**config.mk**
```make
export PLATFORM = sky130hd
export DESIGN_NAME = rx_ring_writer
export DESIGN_NICKNAME = d
export VERILOG_FILES = /design/src/rtl/rrw_pkg.sv /design/src/rtl/rrw_hdr.sv /design/src/rtl/rrw_space.sv /design/src/rtl/rrw_status.sv /design/src/rtl/rx_ring_writer.sv
export SDC_FILE = /design/constraint.sdc
export NUM_CORES = 1
export LEC_CHECK = 0
export BUFFER_PORTS_ARGS = -buffer_cell sky130_fd_sc_hd__buf_2
export CAP_MARGIN = 30
export CORE_ASPECT_RATIO = 1.25
export CORE_MARGIN = 3
export CORE_UTILIZATION = 40
export CTS_CLUSTER_SIZE = 8
export DETAILED_ROUTE_END_ITERATION = 8
export PLACE_DENSITY_LB_ADDON = 0.12
export SLEW_MARGIN = 5
export SYNTH_ARGS = -nofsm -noshare
export SYNTH_HDL_FRONTEND = slang
export SYNTH_SLANG_ARGS = --single-unit
```
**constraint.sdc**
```tcl
create_clock -name clk -period 7.6 [get_ports clk]
set_input_delay 1.9 -clock clk [delete_from_list [all_inputs] [get_ports clk]]
set_output_delay 1.9 -clock clk [all_outputs]
set_load 0.02 [all_outputs]
```
**src/rtl/rrw_pkg.sv**
```systemverilog
// Shared encodings for the receive ring writer.
// Assumes: header status layout is fixed because software decodes it.
package rrw_pkg;
    typedef enum logic [1:0] {
        ST_RX  = 2'd0,
        ST_HDR = 2'd1,
        ST_CMT = 2'd2
    } rrw_state_e;

    // header status bit positions (decoded by software)
    localparam int HB_OK    = 0;
    localparam int HB_ALIGN = 1;
    localparam int HB_CRC   = 2;
    localparam int HB_LONG  = 3;
    localparam int HB_RUNT  = 4;
    localparam int HB_SYM   = 5;
    localparam int HB_BCAST = 13;
    localparam int HB_PHYS  = 14;
    localparam int HB_MCAST = 15;

    // status register bit positions
    localparam int SB_ROK = 0;
    localparam int SB_ERR = 1;
    localparam int SB_OVF = 4;

    localparam int MIN_LEN   = 60;
    localparam int MAX_LEN   = 1518;
    localparam int HDR_BYTES = 4;
    localparam int PTR_BIAS  = 16;
endpackage

```
**src/rtl/rrw_hdr.sv**
```systemverilog
// Builds the 32-bit frame header from the byte count and sampled flags.
// Assumes: inputs are held stable while the header is built and committed.
module rrw_hdr
    import rrw_pkg::*;
(
    input  logic [15:0] byte_cnt,
    input  logic [2:0]  err_flags,   // {sym, crc, align}
    input  logic [2:0]  kind_flags,  // {mcast, phys, bcast}
    output logic [31:0] hdr_word,
    output logic        frame_bad
);
    logic [15:0] st_w;

    // Assemble status half-word and the bad-frame summary.
    always_comb begin
        st_w            = '0;
        st_w[HB_ALIGN]  = err_flags[0];
        st_w[HB_CRC]    = err_flags[1];
        st_w[HB_SYM]    = err_flags[2];
        st_w[HB_RUNT]   = (byte_cnt < 16'(MIN_LEN));
        st_w[HB_LONG]   = (byte_cnt > 16'(MAX_LEN));
        st_w[HB_BCAST]  = kind_flags[0];
        st_w[HB_PHYS]   = kind_flags[1];
        st_w[HB_MCAST]  = kind_flags[2];
        frame_bad       = |{st_w[HB_ALIGN], st_w[HB_CRC], st_w[HB_SYM],
                            st_w[HB_RUNT], st_w[HB_LONG]};
        st_w[HB_OK]     = !frame_bad;
        hdr_word        = {byte_cnt, st_w};
    end
endmodule

```
**src/rtl/rrw_space.sv**
```systemverilog
// Free-space and empty computation between write and read offsets.
// Assumes: ring size is 2**OFF_W and both offsets are 4-byte aligned.
module rrw_space #(
    parameter int OFF_W = 13
) (
    input  logic [OFF_W-1:0] wr_off,
    input  logic [OFF_W-1:0] rd_off,
    input  logic [15:0]      frame_idx,
    output logic [OFF_W:0]   free_bytes,
    output logic             byte_fits,
    output logic             ring_empty
);
    localparam logic [OFF_W:0] RING = (OFF_W+1)'(1) << OFF_W;
    logic [OFF_W-1:0] diff_w;

    // Distance from write offset forward to read offset; equal means whole ring.
    always_comb begin
        diff_w     = rd_off - wr_off;
        ring_empty = (rd_off == wr_off);
        free_bytes = ring_empty ? RING : {1'b0, diff_w};
        // header(4) + bytes so far + this byte must leave one word gap
        byte_fits  = ({1'b0, frame_idx} + 17'd9) <= 17'(free_bytes);
    end
endmodule

```
**src/rtl/rrw_status.sv**
```systemverilog
// Write-one-to-clear status bits and the missed-frame counter.
// Assumes: set pulses are single-cycle; a set beats a clear in the same cycle.
module rrw_status
    import rrw_pkg::*;
#(
    parameter int MISS_W = 24
) (
    input  logic              clk,
    input  logic              rst_n,
    input  logic              set_ok,
    input  logic              set_err,
    input  logic              set_ovf,
    input  logic              clr_en,
    input  logic [15:0]       clr_mask,
    output logic [15:0]       sts_q,
    output logic [MISS_W-1:0] miss_cnt
);
    localparam logic [15:0] IMPL = (16'd1 << SB_ROK) | (16'd1 << SB_ERR) | (16'd1 << SB_OVF);
    logic [15:0] set_vec;
    logic [15:0] clr_vec;

    // Gather hardware set requests and software clears.
    always_comb begin
        set_vec         = '0;
        set_vec[SB_ROK] = set_ok;
        set_vec[SB_ERR] = set_err;
        set_vec[SB_OVF] = set_ovf;
        clr_vec         = clr_en ? clr_mask : 16'd0;
    end

    // Status register update, set has priority.
    always_ff @(posedge clk) begin
        if (!rst_n) sts_q <= '0;
        else        sts_q <= ((sts_q & ~clr_vec) | set_vec) & IMPL;
    end

    // Count frames lost to overflow.
    always_ff @(posedge clk) begin
        if (!rst_n)       miss_cnt <= '0;
        else if (set_ovf) miss_cnt <= miss_cnt + 1'b1;
    end

    assert_set_wins_R11: assert property (@(posedge clk) disable iff (!rst_n)
        $past(set_ok) |-> sts_q[SB_ROK]);
    assert_w1c_R11: assert property (@(posedge clk) disable iff (!rst_n)
        $past(clr_en && clr_mask[SB_OVF] && !set_ovf) |-> !sts_q[SB_OVF]);
    assert_miss_tracks_ovf_R10: assert property (@(posedge clk) disable iff (!rst_n)
        (miss_cnt != $past(miss_cnt)) |-> sts_q[SB_OVF]);
endmodule

```
**src/rtl/rx_ring_writer.sv**
```systemverilog
// Writes received frames into a circular buffer as header + data.
// Assumes: host read pointer is 4-byte aligned (after adding the bias of 16);
// the MAC holds in_err/in_kind valid with the final byte.
module rx_ring_writer
    import rrw_pkg::*;
#(
    parameter int RING_IDX = 0,
    parameter int MISS_W   = 24,
    localparam int OFF_W   = 13 + RING_IDX,
    localparam int WADDR_W = OFF_W - 1
) (
    input  logic               clk,
    input  logic               rst_n,
    input  logic               in_valid,
    output logic               in_ready,
    input  logic [7:0]         in_data,
    input  logic               in_last,
    input  logic [2:0]         in_err,
    input  logic [2:0]         in_kind,
    input  logic               cfg_keep_bad,
    output logic               mem_we,
    output logic [3:0]         mem_be,
    output logic [WADDR_W-1:0] mem_addr,
    output logic [31:0]        mem_wdata,
    input  logic               rdp_we,
    input  logic [15:0]        rdp_wdata,
    output logic [15:0]        rdp_q,
    output logic [15:0]        wr_ptr,
    output logic               buf_empty,
    input  logic               sts_clr,
    input  logic [15:0]        sts_clr_mask,
    output logic [15:0]        sts_q,
    output logic [MISS_W-1:0]  miss_cnt
);
    rrw_state_e       state_q;
    logic [OFF_W-1:0] wr_off_q;
    logic [OFF_W-1:0] rd_off;
    logic [15:0]      rdp_r;
    logic [15:0]      idx_q;
    logic [15:0]      cnt_q;
    logic [2:0]       err_q;
    logic [2:0]       kind_q;
    logic             drop_q;
    logic             keep_q;
    logic             accept;
    logic             byte_fits;
    logic [OFF_W:0]   free_bytes;
    logic [OFF_W-1:0] byte_addr;
    logic [OFF_W-1:0] next_wr;
    logic [31:0]      hdr_word;
    logic             frame_bad;
    logic             hdr_keep;
    logic             set_ok;
    logic             set_err;
    logic             set_ovf;

    rrw_hdr u_hdr (
        .byte_cnt   (cnt_q),
        .err_flags  (err_q),
        .kind_flags (kind_q),
        .hdr_word   (hdr_word),
        .frame_bad  (frame_bad)
    );

    rrw_space #(.OFF_W(OFF_W)) u_space (
        .wr_off     (wr_off_q),
        .rd_off     (rd_off),
        .frame_idx  (idx_q),
        .free_bytes (free_bytes),
        .byte_fits  (byte_fits),
        .ring_empty (buf_empty)
    );

    rrw_status #(.MISS_W(MISS_W)) u_status (
        .clk      (clk),
        .rst_n    (rst_n),
        .set_ok   (set_ok),
        .set_err  (set_err),
        .set_ovf  (set_ovf),
        .clr_en   (sts_clr),
        .clr_mask (sts_clr_mask),
        .sts_q    (sts_q),
        .miss_cnt (miss_cnt)
    );

    // Derived addresses, handshake and commit pulses.
    always_comb begin
        in_ready  = (state_q == ST_RX);
        accept    = in_valid && in_ready;
        rd_off    = rdp_r[OFF_W-1:0] + OFF_W'(PTR_BIAS);
        byte_addr = wr_off_q + OFF_W'(HDR_BYTES) + OFF_W'(idx_q);
        next_wr   = wr_off_q + ((OFF_W'(cnt_q) + OFF_W'(HDR_BYTES + 3)) & ~OFF_W'(3));
        hdr_keep  = !drop_q && (!frame_bad || cfg_keep_bad);
        set_ok    = (state_q == ST_CMT) && keep_q && !frame_bad;
        set_err   = (state_q == ST_CMT) && !drop_q && frame_bad;
        set_ovf   = (state_q == ST_CMT) && drop_q;
        wr_ptr    = 16'(wr_off_q);
        rdp_q     = rdp_r;
    end

    // Host read-pointer register, reset one bias below zero.
    always_ff @(posedge clk) begin
        if (!rst_n)      rdp_r <= 16'hFFF0;
        else if (rdp_we) rdp_r <= rdp_wdata;
    end

    // Frame sequencing: receive bytes, write header, commit.
    always_ff @(posedge clk) begin
        if (!rst_n) begin
            state_q  <= ST_RX;
            wr_off_q <= '0;
            idx_q    <= '0;
            cnt_q    <= '0;
            err_q    <= '0;
            kind_q   <= '0;
            drop_q   <= 1'b0;
            keep_q   <= 1'b0;
        end else begin
            case (state_q)
                ST_RX: if (accept) begin
                    if (idx_q != 16'hFFFF) idx_q <= idx_q + 16'd1;
                    if (!byte_fits)        drop_q <= 1'b1;
                    if (in_last) begin
                        cnt_q   <= (idx_q == 16'hFFFF) ? idx_q : idx_q + 16'd1;
                        err_q   <= in_err;
                        kind_q  <= in_kind;
                        state_q <= ST_HDR;
                    end
                end
                ST_HDR: begin
                    keep_q  <= hdr_keep;
                    state_q <= ST_CMT;
                end
                ST_CMT: begin
                    if (keep_q) wr_off_q <= next_wr;
                    idx_q   <= '0;
                    drop_q  <= 1'b0;
                    state_q <= ST_RX;
                end
                default: state_q <= ST_RX;
            endcase
        end
    end

    // Registered memory write port: data bytes, then the header word.
    always_ff @(posedge clk) begin
        if (!rst_n) begin
            mem_we    <= 1'b0;
            mem_be    <= '0;
            mem_addr  <= '0;
            mem_wdata <= '0;
        end else begin
            mem_we <= 1'b0;
            mem_be <= '0;
            if (state_q == ST_RX && accept && !drop_q && byte_fits) begin
                mem_we    <= 1'b1;
                mem_be    <= 4'b0001 << byte_addr[1:0];
                mem_addr  <= WADDR_W'(byte_addr[OFF_W-1:2]);
                mem_wdata <= {4{in_data}};
            end else if (state_q == ST_HDR && hdr_keep) begin
                mem_we    <= 1'b1;
                mem_be    <= 4'hF;
                mem_addr  <= WADDR_W'(wr_off_q[OFF_W-1:2]);
                mem_wdata <= hdr_word;
            end
        end
    end

    assert_hdr_after_last_R3: assert property (@(posedge clk) disable iff (!rst_n)
        (mem_we && mem_be == 4'hF) |-> (state_q == ST_CMT && !in_ready));
    assert_wr_aligned_R4: assert property (@(posedge clk) disable iff (!rst_n)
        wr_off_q[1:0] == 2'b00);
    assert_no_false_empty_R10: assert property (@(posedge clk) disable iff (!rst_n)
        (wr_off_q != $past(wr_off_q)) |-> !buf_empty);
    assert_rok_follows_hdr_R6: assert property (@(posedge clk) disable iff (!rst_n)
        $rose(sts_q[SB_ROK]) |-> $past(mem_we && mem_be == 4'hF));
endmodule

```
==> qor.log <==
INFO  cts            cts_inserted_buffers=17
INFO  pwr            total_leakage_power=4.29nW
INFO  timing         maxSlewViolCount=0
INFO  logic_synthesis synthCells=1,039
INFO  setup_path     critPathLaunch=rdp_q[5]
INFO  die            fp.coreArea=20,500squm
INFO  run_status     status=finished, final reports clean
INFO  logic_synthesis synth.lib_cells_used.distinct=64
INFO  die            initial_utilization=41.5%
INFO  logic_synthesis synth_top_flop_cell=sky130_fd_sc_hd__dfxtp_1
INFO  cts            cts.clk_slew.worst_paths=0.06ns
INFO  placement      post-dp-hpwl=17,800um
INFO  cts            insertion_delay=0.42ns
INFO  setup_path     timing.critical_path.buf_inv=1
INFO  cts            cts_tree=built
INFO  timing         unrepaired_setup_endpoints_after_global_routing=no
INFO  logic_synthesis synth_enable_flop_cells=0
INFO  worst_hold_path hp-start=kind_q[0]
INFO  logic_synthesis synth-async-reset-ratio=0%
INFO  setup_path     critical_path.top_delay_family=simple AND/OR/NAND/NOR gates
INFO  route          post-route-drc-count=0
INFO  die            die_w=136um
INFO  global_route   groute.layer.met3.usage=3.54%
INFO  route          drt-pass1-iter-count=5
INFO  global_route   grt_first_pass_wirelength=37,600um
INFO  cells_and_area area_growth_syn_to_layout=15.9%
INFO  route          num_vias=7,633
INFO  timing         timing.final.crit_period=5.18ns
INFO  cts            clock_tree.htree_level_count=4
INFO  cts            cts.hold.buffers_added=0
INFO  setup_path     setup.worst_path.class=flip-flop to flip-flop
INFO  setup_path     setup.worst_path.end_class=flip-flop
INFO  setup_path     cp_slowest_cell=sky130_fd_sc_hd__o211a_2
INFO  cts            cts.path.max_buffers=2
INFO  pwr            finalPower=1.97mW
INFO  route          routedWlPerCell=16.8um
INFO  global_route   pin_count_of_the_biggest_net_entering_global_routing=57
INFO  route          first_iter_violations=404
INFO  timing         timing.setup.tns=0ns
INFO  setup_path     crit_chain=ha_1 > nand2_1 > nor2_1 > xor2_1 > ha_1 > nand4_1 > nor2_1 > nand3_1 > inv_1 > or3_1 > ha_1 > a211oi_1 > nor2_1 > o31a_1 > a211oi_1 > o211a_2 > nand2_1 > a31oi_1
INFO  die            design.die.area=23,000squm
INFO  timing         tightestPinTransition=0.816ns
INFO  global_route   gr-total-overflow=0
INFO  die            rows=58
INFO  route          routed_via_count_divided_by_cell_count=5.34
INFO  cells_and_area finish.net_count=1,262
INFO  cells_and_area mostFrequentLayoutCells=sky130_fd_sc_hd__dfxtp_1, sky130_fd_sc_hd__buf_2, sky130_fd_sc_hd__nand2_1
INFO  setup_path     required=7.94ns
INFO  setup_path     crit_arrival=5.53ns
INFO  logic_synthesis mappedNetlistArea=8480squm
INFO  setup_path     worst_setup_path_start_kind=flip-flop
INFO  route          final_antenna_net_count=0
INFO  global_route   gr-max-usage-layer=met2
INFO  cells_and_area mostFrequentLayoutCell=sky130_fd_sc_hd__dfxtp_1
INFO  pwr            peakVddDrop=168uV
INFO  cells_and_area fin_area=9830squm
INFO  global_route   grt_use_total=20.7%
INFO  job            max_cap_viol_count=0
INFO  timing         finClkSkew=0.0108ns
INFO  setup_path     critical_path.max_fanout=24
INFO  setup_path     crit_path_max_incr_delay=0.60ns
INFO  route          routed_wl=24,000um
INFO  logic_synthesis post_synth.cell_area_avg=8.16squm
INFO  timing         fin_crit_sh=68.2%
INFO  global_route   first_global_vias=6,993
INFO  global_route   grt_util_met2=35.2%
INFO  cells_and_area share_of_final_layout_standard_cells_stronger_than_drive_strength_1=17.3%
INFO  cts            cts.sink_count=144
INFO  die            top_level_ports=176
INFO  worst_hold_path type_of_the_tightest_min_delay_check=flip-flop to flip-flop
INFO  timing         hold_violations=0
INFO  setup_path     regToRegStartpoint=rdp_q[5]
INFO  timing         upper_clock_frequency_limit=193MHz
INFO  die            floorplan.die.height=169um
INFO  logic_synthesis flop_and_latch_count_out_of_synthesis=144
INFO  placement      io_buffers=143
INFO  cells_and_area antennaDiodeCount=0
INFO  cts            post_cts_buffers=0
INFO  pwr            power.density=200nW/um^2
INFO  cts            post_cts_resized=0
INFO  placement      detailed_place.area=9250squm
INFO  timing         fin_worst_hold_slack=0.458ns
INFO  logic_synthesis synth_seq_area_share=34.0%
INFO  timing         timing.max_slew.rel_slack=45.4%
INFO  placement      routabilityCongestion=0.916
INFO  timing         total_of_endpoints_with_negative_setup_slack_in_the_final_report=0
INFO  global_route   grt_use_met1=26.4%
INFO  cts            clock-root-buffer=sky130_fd_sc_hd__clkbuf_16
INFO  global_route   grt_antenna_before_repair=0
INFO  logic_synthesis ys.warnings.count=0
## kinds of logic (layout without fill, tap and decap cells)
logic type	after synthesis	after routing	synth area share, %
other	1	19	0.0442
and+or+nand+nor	378	378	20.7
DFF	144	144	34.0
AOI/OAI and AO/OA	231	231	17.4
xor gates and xnor gates	93	93	9.60
adders and majority gates	62	62	9.41
buffers and inverters	110	213	6.43
muxes	20	20	2.36
## cell usage after synthesis, types with 16 or more instances
cell type | count | area [sq um]
sky130_fd_sc_hd__ha_1 | 59 | 738
sky130_fd_sc_hd__o21ai_0 | 40 | 200
sky130_fd_sc_hd__and3_1 | 18 | 113
sky130_fd_sc_hd__a31oi_1 | 25 | 156
sky130_fd_sc_hd__mux2i_1 | 20 | 200
sky130_fd_sc_hd__nand4_1 | 16 | 100
sky130_fd_sc_hd__o211ai_1 | 23 | 173
sky130_fd_sc_hd__nor3_1 | 16 | 80.1
sky130_fd_sc_hd__a21oi_1 | 82 | 410
sky130_fd_sc_hd__xor2_1 | 42 | 368
sky130_fd_sc_hd__buf_2 | 16 | 80.1
sky130_fd_sc_hd__clkbuf_1 | 38 | 143
sky130_fd_sc_hd__nand2_1 | 129 | 484
sky130_fd_sc_hd__xnor2_1 | 51 | 447
sky130_fd_sc_hd__buf_4 | 20 | 150
sky130_fd_sc_hd__nand3_1 | 44 | 220
sky130_fd_sc_hd__dfxtp_1 | 144 | 2880
sky130_fd_sc_hd__inv_1 | 30 | 113
sky130_fd_sc_hd__nor2_1 | 97 | 364
## worst min-delay path: cells and delay by family (launching register included)
| family | cells | cell delay [ns] |
|---|---|---|
| AND/OR/NAND/NOR | 1 | 0.05 |
| flip-flops | 1 | 0.31 |
| AO/OA/AOI/OAI | 1 | 0.05 |
## layer usage
| metal | routed length [um] | up-vias |
|---|---|---|
| li1 | - | 3838 |
| met3 | 1180 | 31 |
| met2 | 11700 | 213 |
| met1 | 10700 | 3551 |
| met5 | 0 | - |
| met4 | 505 | 0 |
## state kept, by name, indices dropped and copies added (netlist names)
register           flops
err_q                  3
u_status.sts_q         3
mem_wdata             32
idx_q                 16
drop_q                 1
cnt_q                 16
rdp_q                 16
mem_we                 1
wr_off_q              11
mem_addr              11
state_q                2
u_status.miss_cnt     24
keep_q                 1
kind_q                 3
mem_be                 4
## where the power goes
| part | switching, mW | total, mW | leakage [nW] | internal [mW] |
|---|---|---|---|---|
| clock network | 0.337 | 0.830 | 0.277 | 0.494 |
| logic | 0.201 | 0.320 | 2.83 | 0.119 |
| registers | 0.0301 | 0.817 | 1.18 | 0.787 |
| total | 0.568 | 1.97 | 4.29 | 1.40 |
## stage by stage
step	setup slack (ns)	utilization, %	std cells
4_1_cts	2.34	48.0	1430
6_report	2.42	48.0	1430
3_5_place_dp	2.36	45.2	1398
5_1_grt	1.88	48.0	1430
3_3_place_gp	2.45	45.1	1397
2_1_floorplan	3.20	-	1057
## final cells by class
class	instances	area [sq um]
Tap cell	270	338
Multi-Input combinational cell	803	5140
Timing Repair Buffer	151	776
Clock buffer	20	447
Sequential cell	144	2880
Clock inverter	12	136
Fill cell	2076	10600
Inverter	30	113
## path summary, 6_finish.rpt
kind / cells past startpoint / to / slack, ns
worst max-delay path: 18 / mem_wdata[30] / 2.42
worst min-delay path: 2 / kind_q[0] / 0.46
worst max register to register: 18 / mem_wdata[30] / 2.42
worst min register to register: 2 / kind_q[0] / 0.46
No activity file was read; power rests on OpenSTA's default activity.
